**src/rtl/wcb_pkg.sv**
```systemverilog
// Shared definitions for the write-combining line buffer.
// Assumes nothing beyond a standard 1800-2017 compile order (this file first).
package wcb_pkg;

    // Action applied to the held line in one cycle
    typedef enum logic [1:0] {
        LA_HOLD  = 2'd0,
        LA_START = 2'd1,
        LA_MERGE = 2'd2,
        LA_CLEAR = 2'd3
    } line_act_e;

endpackage

```
**src/rtl/wcb_addr_split.sv**
```systemverilog
// Splits a store address into line base and word index and decides whether
// the store continues the held run. Assumes held_* are meaningful only when
// line_busy is high.
module wcb_addr_split #(
    parameter int unsigned ADDR_W     = 32,
    parameter int unsigned WORD_W     = 32,
    parameter int unsigned LINE_WORDS = 8
) (
    input  logic [ADDR_W-1:0]                          st_addr,
    input  logic                                       line_busy,
    input  logic [ADDR_W-$clog2(LINE_WORDS*WORD_W/8)-1:0] held_base,
    input  logic [$clog2(LINE_WORDS)-1:0]              held_last,
    output logic [ADDR_W-$clog2(LINE_WORDS*WORD_W/8)-1:0] cur_base,
    output logic [$clog2(LINE_WORDS)-1:0]              cur_idx,
    output logic                                       is_seq
);
    localparam int unsigned BYTE_SH = $clog2(WORD_W / 8);
    localparam int unsigned IDX_W   = $clog2(LINE_WORDS);
    localparam int unsigned OFF_W   = BYTE_SH + IDX_W;

    logic aligned;
    logic not_last;
    logic next_word;

    // Field extraction and continuation test
    always_comb begin
        cur_base  = st_addr[ADDR_W-1:OFF_W];
        cur_idx   = st_addr[OFF_W-1:BYTE_SH];
        aligned   = (st_addr[BYTE_SH-1:0] == '0);
        not_last  = (held_last != IDX_W'(LINE_WORDS - 1));
        next_word = (cur_idx == IDX_W'(held_last + IDX_W'(1)));
        is_seq    = line_busy && aligned && not_last && next_word
                    && (cur_base == held_base);
    end

endmodule

```
**src/rtl/wcb_line_regs.sv**
```systemverilog
// Holds the line being combined: base, last written word index, per-word
// valid mask and data. Assumes at most one action per cycle from the top.
module wcb_line_regs
    import wcb_pkg::*;
#(
    parameter int unsigned WORD_W     = 32,
    parameter int unsigned LINE_WORDS = 8,
    parameter int unsigned BASE_W     = 27
) (
    input  logic                           clk,
    input  logic                           rst_n,
    input  line_act_e                      act,
    input  logic [$clog2(LINE_WORDS)-1:0]  wr_idx,
    input  logic [LINE_WORDS-1:0]          wr_onehot,
    input  logic [WORD_W-1:0]              wr_data,
    input  logic [BASE_W-1:0]              new_base,
    output logic [BASE_W-1:0]              held_base,
    output logic [$clog2(LINE_WORDS)-1:0]  held_last,
    output logic [LINE_WORDS-1:0]          held_mask,
    output logic [LINE_WORDS*WORD_W-1:0]   held_data,
    output logic                           line_busy
);
    localparam int unsigned IDX_W = $clog2(LINE_WORDS);

    logic word_wr;

    // Store writes a data word on start or merge
    always_comb word_wr = (act == LA_START) || (act == LA_MERGE);

    // Valid mask update
    always_ff @(posedge clk) begin
        if (!rst_n) begin
            held_mask <= '0;
        end else begin
            case (act)
                LA_START: held_mask <= wr_onehot;
                LA_MERGE: held_mask <= held_mask | wr_onehot;
                LA_CLEAR: held_mask <= '0;
                default:  held_mask <= held_mask;
            endcase
        end
    end

    // Line base and run position update
    always_ff @(posedge clk) begin
        if (!rst_n) begin
            held_base <= '0;
            held_last <= '0;
        end else if (act == LA_START) begin
            held_base <= new_base;
            held_last <= wr_idx;
        end else if (act == LA_MERGE) begin
            held_last <= wr_idx;
        end
    end

    // One data register per word of the line
    for (genvar g = 0; g < LINE_WORDS; g++) begin : g_word
        always_ff @(posedge clk) begin
            if (!rst_n) begin
                held_data[g*WORD_W +: WORD_W] <= '0;
            end else if (word_wr && wr_onehot[g]) begin
                held_data[g*WORD_W +: WORD_W] <= wr_data;
            end
        end
    end

    // A line is held whenever any word is valid
    always_comb line_busy = |held_mask;

    logic unused_idx;
    always_comb unused_idx = ^{IDX_W{1'b0}};

endmodule

```
**src/rtl/wcb_burst_slot.sv**
```systemverilog
// Single-entry output register for one line burst with valid/ready.
// Assumes load is only raised while the slot is empty.
module wcb_burst_slot #(
    parameter int unsigned ADDR_W     = 32,
    parameter int unsigned WORD_W     = 32,
    parameter int unsigned LINE_WORDS = 8
) (
    input  logic                          clk,
    input  logic                          rst_n,
    input  logic                          load,
    input  logic [ADDR_W-1:0]             ld_addr,
    input  logic [LINE_WORDS*WORD_W-1:0]  ld_data,
    input  logic [LINE_WORDS-1:0]         ld_mask,
    input  logic                          bst_ready,
    output logic                          bst_valid,
    output logic [ADDR_W-1:0]             bst_addr,
    output logic [LINE_WORDS*WORD_W-1:0]  bst_data,
    output logic [LINE_WORDS-1:0]         bst_mask
);

    // Slot occupancy: set on load, cleared on handshake
    always_ff @(posedge clk) begin
        if (!rst_n) begin
            bst_valid <= 1'b0;
        end else if (load) begin
            bst_valid <= 1'b1;
        end else if (bst_valid && bst_ready) begin
            bst_valid <= 1'b0;
        end
    end

    // Burst payload capture
    always_ff @(posedge clk) begin
        if (!rst_n) begin
            bst_addr <= '0;
            bst_data <= '0;
            bst_mask <= '0;
        end else if (load) begin
            bst_addr <= ld_addr;
            bst_data <= ld_data;
            bst_mask <= ld_mask;
        end
    end

endmodule

```
**src/rtl/wc_line_buffer.sv**
```systemverilog
// Write-combining line buffer. Merges word stores that walk upward through
// one line and emits the line as one masked burst when it fills, when a
// non-continuing store arrives, or on flush_req. Assumes the store source
// holds a store until st_ready is seen and that flush_req is retried while
// the output slot is busy.
module wc_line_buffer
    import wcb_pkg::*;
#(
    parameter int unsigned ADDR_W     = 32,
    parameter int unsigned WORD_W     = 32,
    parameter int unsigned LINE_WORDS = 8
) (
    input  logic                          clk,
    input  logic                          rst_n,
    input  logic                          st_valid,
    output logic                          st_ready,
    input  logic [ADDR_W-1:0]             st_addr,
    input  logic [WORD_W-1:0]             st_data,
    input  logic                          flush_req,
    output logic                          bst_valid,
    input  logic                          bst_ready,
    output logic [ADDR_W-1:0]             bst_addr,
    output logic [LINE_WORDS*WORD_W-1:0]  bst_data,
    output logic [LINE_WORDS-1:0]         bst_mask
);
    localparam int unsigned BYTE_SH = $clog2(WORD_W / 8);
    localparam int unsigned IDX_W   = $clog2(LINE_WORDS);
    localparam int unsigned OFF_W   = BYTE_SH + IDX_W;
    localparam int unsigned BASE_W  = ADDR_W - OFF_W;
    localparam int unsigned LINE_W  = LINE_WORDS * WORD_W;

    logic [BASE_W-1:0]     cur_base;
    logic [IDX_W-1:0]      cur_idx;
    logic                  is_seq;
    logic [LINE_WORDS-1:0] cur_onehot;
    logic [BASE_W-1:0]     held_base;
    logic [IDX_W-1:0]      held_last;
    logic [LINE_WORDS-1:0] held_mask;
    logic [LINE_W-1:0]     held_data;
    logic                  line_busy;
    logic                  accept;
    logic                  flush_eff;
    logic                  start_new;
    logic                  merge;
    logic                  complete;
    logic                  brk;
    logic                  push;
    logic [LINE_WORDS-1:0] merged_mask;
    logic [LINE_W-1:0]     merged_data;
    logic [ADDR_W-1:0]     ld_addr;
    logic [LINE_W-1:0]     ld_data;
    logic [LINE_WORDS-1:0] ld_mask;
    line_act_e             act;

    wcb_addr_split #(
        .ADDR_W     (ADDR_W),
        .WORD_W     (WORD_W),
        .LINE_WORDS (LINE_WORDS)
    ) split_i (
        .st_addr   (st_addr),
        .line_busy (line_busy),
        .held_base (held_base),
        .held_last (held_last),
        .cur_base  (cur_base),
        .cur_idx   (cur_idx),
        .is_seq    (is_seq)
    );

    // Decode the word index into a word select
    always_comb cur_onehot = {{(LINE_WORDS-1){1'b0}}, 1'b1} << cur_idx;

    // Store handshake: stall whenever the burst slot is occupied
    always_comb begin
        st_ready = !bst_valid;
        accept   = st_valid && st_ready;
    end

    // Line decisions for this cycle
    always_comb begin
        flush_eff   = flush_req && line_busy && !bst_valid;
        brk         = accept && line_busy && !is_seq;
        start_new   = accept && (!line_busy || !is_seq || flush_req);
        merge       = accept && !start_new;
        merged_mask = held_mask | cur_onehot;
        complete    = merge && (&merged_mask);
        push        = flush_eff || brk || complete;
    end

    // Choose the action applied to the held line
    always_comb begin
        if (complete) begin
            act = LA_CLEAR;
        end else if (start_new) begin
            act = LA_START;
        end else if (merge) begin
            act = LA_MERGE;
        end else if (flush_eff) begin
            act = LA_CLEAR;
        end else begin
            act = LA_HOLD;
        end
    end

    // Line content with the current store folded in
    for (genvar g = 0; g < LINE_WORDS; g++) begin : g_merge
        assign merged_data[g*WORD_W +: WORD_W] =
            cur_onehot[g] ? st_data : held_data[g*WORD_W +: WORD_W];
    end

    // Payload handed to the output slot
    always_comb begin
        ld_addr = {held_base, {OFF_W{1'b0}}};
        ld_data = complete ? merged_data : held_data;
        ld_mask = complete ? merged_mask : held_mask;
    end

    wcb_line_regs #(
        .WORD_W     (WORD_W),
        .LINE_WORDS (LINE_WORDS),
        .BASE_W     (BASE_W)
    ) line_i (
        .clk       (clk),
        .rst_n     (rst_n),
        .act       (act),
        .wr_idx    (cur_idx),
        .wr_onehot (cur_onehot),
        .wr_data   (st_data),
        .new_base  (cur_base),
        .held_base (held_base),
        .held_last (held_last),
        .held_mask (held_mask),
        .held_data (held_data),
        .line_busy (line_busy)
    );

    wcb_burst_slot #(
        .ADDR_W     (ADDR_W),
        .WORD_W     (WORD_W),
        .LINE_WORDS (LINE_WORDS)
    ) slot_i (
        .clk       (clk),
        .rst_n     (rst_n),
        .load      (push),
        .ld_addr   (ld_addr),
        .ld_data   (ld_data),
        .ld_mask   (ld_mask),
        .bst_ready (bst_ready),
        .bst_valid (bst_valid),
        .bst_addr  (bst_addr),
        .bst_data  (bst_data),
        .bst_mask  (bst_mask)
    );

endmodule

```
**config.mk**
```make
export PLATFORM = sky130hd
export DESIGN_NAME = wc_line_buffer
export DESIGN_NICKNAME = d
export VERILOG_FILES = /design/src/rtl/wcb_pkg.sv /design/src/rtl/wcb_addr_split.sv /design/src/rtl/wcb_line_regs.sv /design/src/rtl/wcb_burst_slot.sv /design/src/rtl/wc_line_buffer.sv
export SDC_FILE = /design/constraint.sdc
export NUM_CORES = 1
export LEC_CHECK = 0
export CORE_ASPECT_RATIO = 1.1
export CORE_UTILIZATION = 50
export CTS_BUF_LIST = sky130_fd_sc_hd__clkbuf_4 sky130_fd_sc_hd__clkbuf_8 sky130_fd_sc_hd__clkbuf_16
export DETAILED_ROUTE_END_ITERATION = 7
export HOLD_SLACK_MARGIN = 0.15
export PLACE_DENSITY = 0.82
export REMOVE_ABC_BUFFERS = 1
export SLEW_MARGIN = 25
export SYNTH_ARGS = -nofsm -noshare
export SYNTH_HDL_FRONTEND = slang
export SYNTH_HIERARCHICAL = 1
export SYNTH_SLANG_ARGS = --single-unit
export TNS_END_PERCENT = 10
```
**constraint.sdc**
```tcl
create_clock -name clk -period 3.4 [get_ports clk]
set_input_delay 0.34 -clock clk [delete_from_list [all_inputs] [get_ports clk]]
set_output_delay 0.34 -clock clk [all_outputs]
set_load 0.01 [all_outputs]
```
==> impl_metrics.tcl <==
set metrics [dict create \
    violations "setup timing" \
    place_congestion 0.808 \
    root_buffer "clkbuf_16" \
    path_max_fanout 6 \
    required_ps 3890 \
    grt_max_degree 217 \
    dieArea_mm2 0.0569 \
    ys_warn_count 6 \
    layout_setup_ws_ps -560 \
    synth.avg_cell_area_um2 10.3 \
    dp_slack_ps -844 \
    crit_type "reg -> reg" \
    min_from "rst_n" \
    grt_pass1_vias 21900 \
    cts_buffers 58 \
    drtPass1Iterations 5 \
    worstPathCellList "ha_4 -> ha_4 -> xor2_4 -> nor4_4 -> nand4_1 -> nor4_4 -> nand3b_1 -> nor3_4 -> buf_6 -> nand4_4 -> buf_6 -> buf_6 -> buf_6 -> o22ai_4 -> buf_12 -> buf_6 -> buf_16 -> buf_8 -> mux2i_1 -> nor2b_1" \
    worstMarginPinSlew_ps 1050 \
    relSlewSlack 0.301 \
    async_reset_ff_frac 0 \
    start_kind "flip-flop" \
    antenna_found_initial 1 \
    clock_path_buffers 3 \
    drc_errors 0 \
    critical_path.startpoint "line_i/held_last[0]$_SDFFE_PN0P_" \
    grt_pass1_wl_mm 125 \
    status "complete, but fails checks" \
    syn_area_mm2 0.0280 \
    synth_area_leader_cell "dfxtp_1" \
    die_h_um 250 \
    synth.area.top_cells "dfxtp_1, mux2i_1, mux2_2" \
    synthCells 2715 \
    p_total_w 0.0190 \
    postLayoutCoreUtil 0.690 \
    timing.hold.ws_ps 271 \
    synth_seq_area_share 0.423 \
    min_path_type "in -> reg" \
    worstPathArrival_ps 4450 \
    p_leak_nw 13.9 \
    initialDrtViolationCount 1766 \
    area_growth_syn_to_layout_pct 35.8 \
    core_area_mm2 0.0551 \
    dp_hpwl_mm 47.3 \
    cp-end-kind "flip-flop" \
    setup_violations 591 \
    grt_use_total 0.281 \
    htreeDepth 2 \
    drive_above_1_share 0.313 \
    drv_cap 0 \
    synth-edff-count 0 \
    setup_tns_ps -235450 \
    wl_per_cell_um 23.6 \
    fmax_mhz 253 \
    wirelength_mm 91.2 \
    slew_viol_final 0 \
    clock_sinks 591 \
    die_w_um 227 \
    port_buffers 366 \
    overflow 0 \
    cts_tree "done" \
    start_util 0.508 \
    ir_worst_vdd_v 0.000480 \
    crit_path_frequent_cell "buf_6" \
    ys_seq_elements 591 \
    final.min_clock_period_ps 3960 \
    num_rows 90 \
    ios 367 \
    ys.flop_type "dfxtp_1" \
    fin_nets 3150 \
    layout_worst_path_cycle_share 1.16 \
    slowest_delay_ps 360 \
    via_per_inst 5.92 \
    r2r_start "line_i/held_last[0]$_SDFFE_PN0P_" \
    worstSkewPairLatency_ps 610 \
    synth_cell_types 47 \
    antenna_left 0 \
    clock_skew_ps 13.5 \
    slowest_stage "dfxtp_4" \
    netlist.area_leader.share 0.423 \
    cellPowerDensity_mw_per_mm2 501 \
    hold_viol_final 0 \
    dr_total_vias 22900 \
    clkTransAtPathRegs_ps 60 \
    rsz0062_at_grt "yes" \
]
[kinds of logic after synthesis]
logic type / count (synthesis) / synth area share
muxes: 585 / 0.225
xor gates and xnor gates: 30 / 0.00940
AOI/OAI and AO/OA: 530 / 0.143
DFF: 591 / 0.423
other: 1 / 0.000134
adders and majority gates: 6 / 0.00268
and+or+nand+nor: 659 / 0.132
buffers and inverters: 313 / 0.0648
[path summary, 6_finish.rpt]
kind	end	cells after the start	slack, ps
setup / recovery	slot_i/bst_data[24]$_SDFFE_PN0P_	20	-560
hold / removal	line_i/held_data[243]$_SDFFE_PN0P_	3	270
setup reg to reg	slot_i/bst_data[24]$_SDFFE_PN0P_	20	-560
hold reg to reg	slot_i/bst_data[122]$_SDFFE_PN0P_	2	520
[worst max-delay path, delay by kind of cell, from the launching register on]
family,cells,cell delay (ps)
and+or+nand+nor,7,1270
buffers and inverters,8,1150
adders and majority gates,2,390
DFF,1,360
muxes,1,280
xor gates and xnor gates,1,190
AOI/OAI and AO/OA,1,190
[synthesized netlist by cell type (10+ instances only)]
cell,instances
dfxtp_1,591
mux2i_1,329
nor2b_1,299
a21oi_1,258
nand3_1,257
mux2_2,218
a21bo_2,156
buf_2,111
a21bo_1,100
clkbuf_1,63
buf_4,43
buf_6,40
nor2_1,39
clkbuf_2,30
mux2_4,30
nand2_1,24
buf_1,20
xor2_1,20
xnor2_1,10
[metrics by stage]
step / area [µm²] / std cells
6_report: 38000 / 3861
2_1_floorplan: 26200 / 2412
3_5_place_dp: 32200 / 3632
4_1_cts: 35800 / 3797
3_3_place_gp: 32200 / 3632
5_1_grt: 38000 / 3860
[report_power, final]
part | switching, W | internal (W) | leakage, nW
Clock | 0.00283 | 0.00420 | 1.05
Sequential | 0.000138 | 0.00714 | 4.78
Combinational | 0.00226 | 0.00247 | 8.11
Total | 0.00523 | 0.0138 | 13.9
[layout by cell type (no fill, tap or decap), types with 9 or more instances in the layout]
master / instances
xnor2_1: 10
clkdlybuf4s50_1: 365
mux2i_1: 316
a21oi_2: 140
nand3_1: 228
mux2_2: 210
nand3_2: 22
dfxtp_1: 589
mux2i_2: 11
a21bo_2: 154
nand2_1: 24
xor2_1: 19
bufinv_16: 9
buf_6: 39
clkbuf_8: 12
nor2_1: 34
buf_4: 58
buf_8: 19
buf_16: 36
clkinv_2: 14
buf_12: 56
a21oi_1: 118
clkbuf_16: 88
mux2_4: 39
a21bo_1: 100
nor2b_1: 299
clkbuf_4: 9
[layer usage]
metal	vias to the layer above	GRT usage	share of wire
met2	1085	0.464	0.48
met3	286	0.0552	0.071
met5	-	0	0
met4	0	0.128	0.048
li1	10200	-	-
met1	11300	0.352	0.40
[state kept, by name, summed over array words and instances, names as in the netlist]
signal	flops
line_i/held_last	3
line_i/held_base	27
line_i/held_mask	8
slot_i/bst_addr	32
slot_i/bst_mask	8
line_i/held_data	256
slot_i/bst_valid	1
slot_i/bst_data	256
[area by class of cell]
type                       instances  area (µm²)
antenna                            1        2.50
clock buffer                      80        1710
clock inverter                    29         389
fill                            3648       17100
inverter                           6        30.0
multi-input combinational       1815       15400
sequential                       591       11800
tap                              736         921
timing repair buffer             603        7680
[timing repair]
| action | CTS | global route |
|---|---|---|
| buffers inserted | 30 | 21 |
| setup endpoints to repair | 591 | 591 |
| hold buffers | 0 | 0 |
| pin swaps | 10 | 109 |
| resized for setup | 109 | 273 |
| cloned | 26 | 46 |
Power figures use the tool's default switching activity.
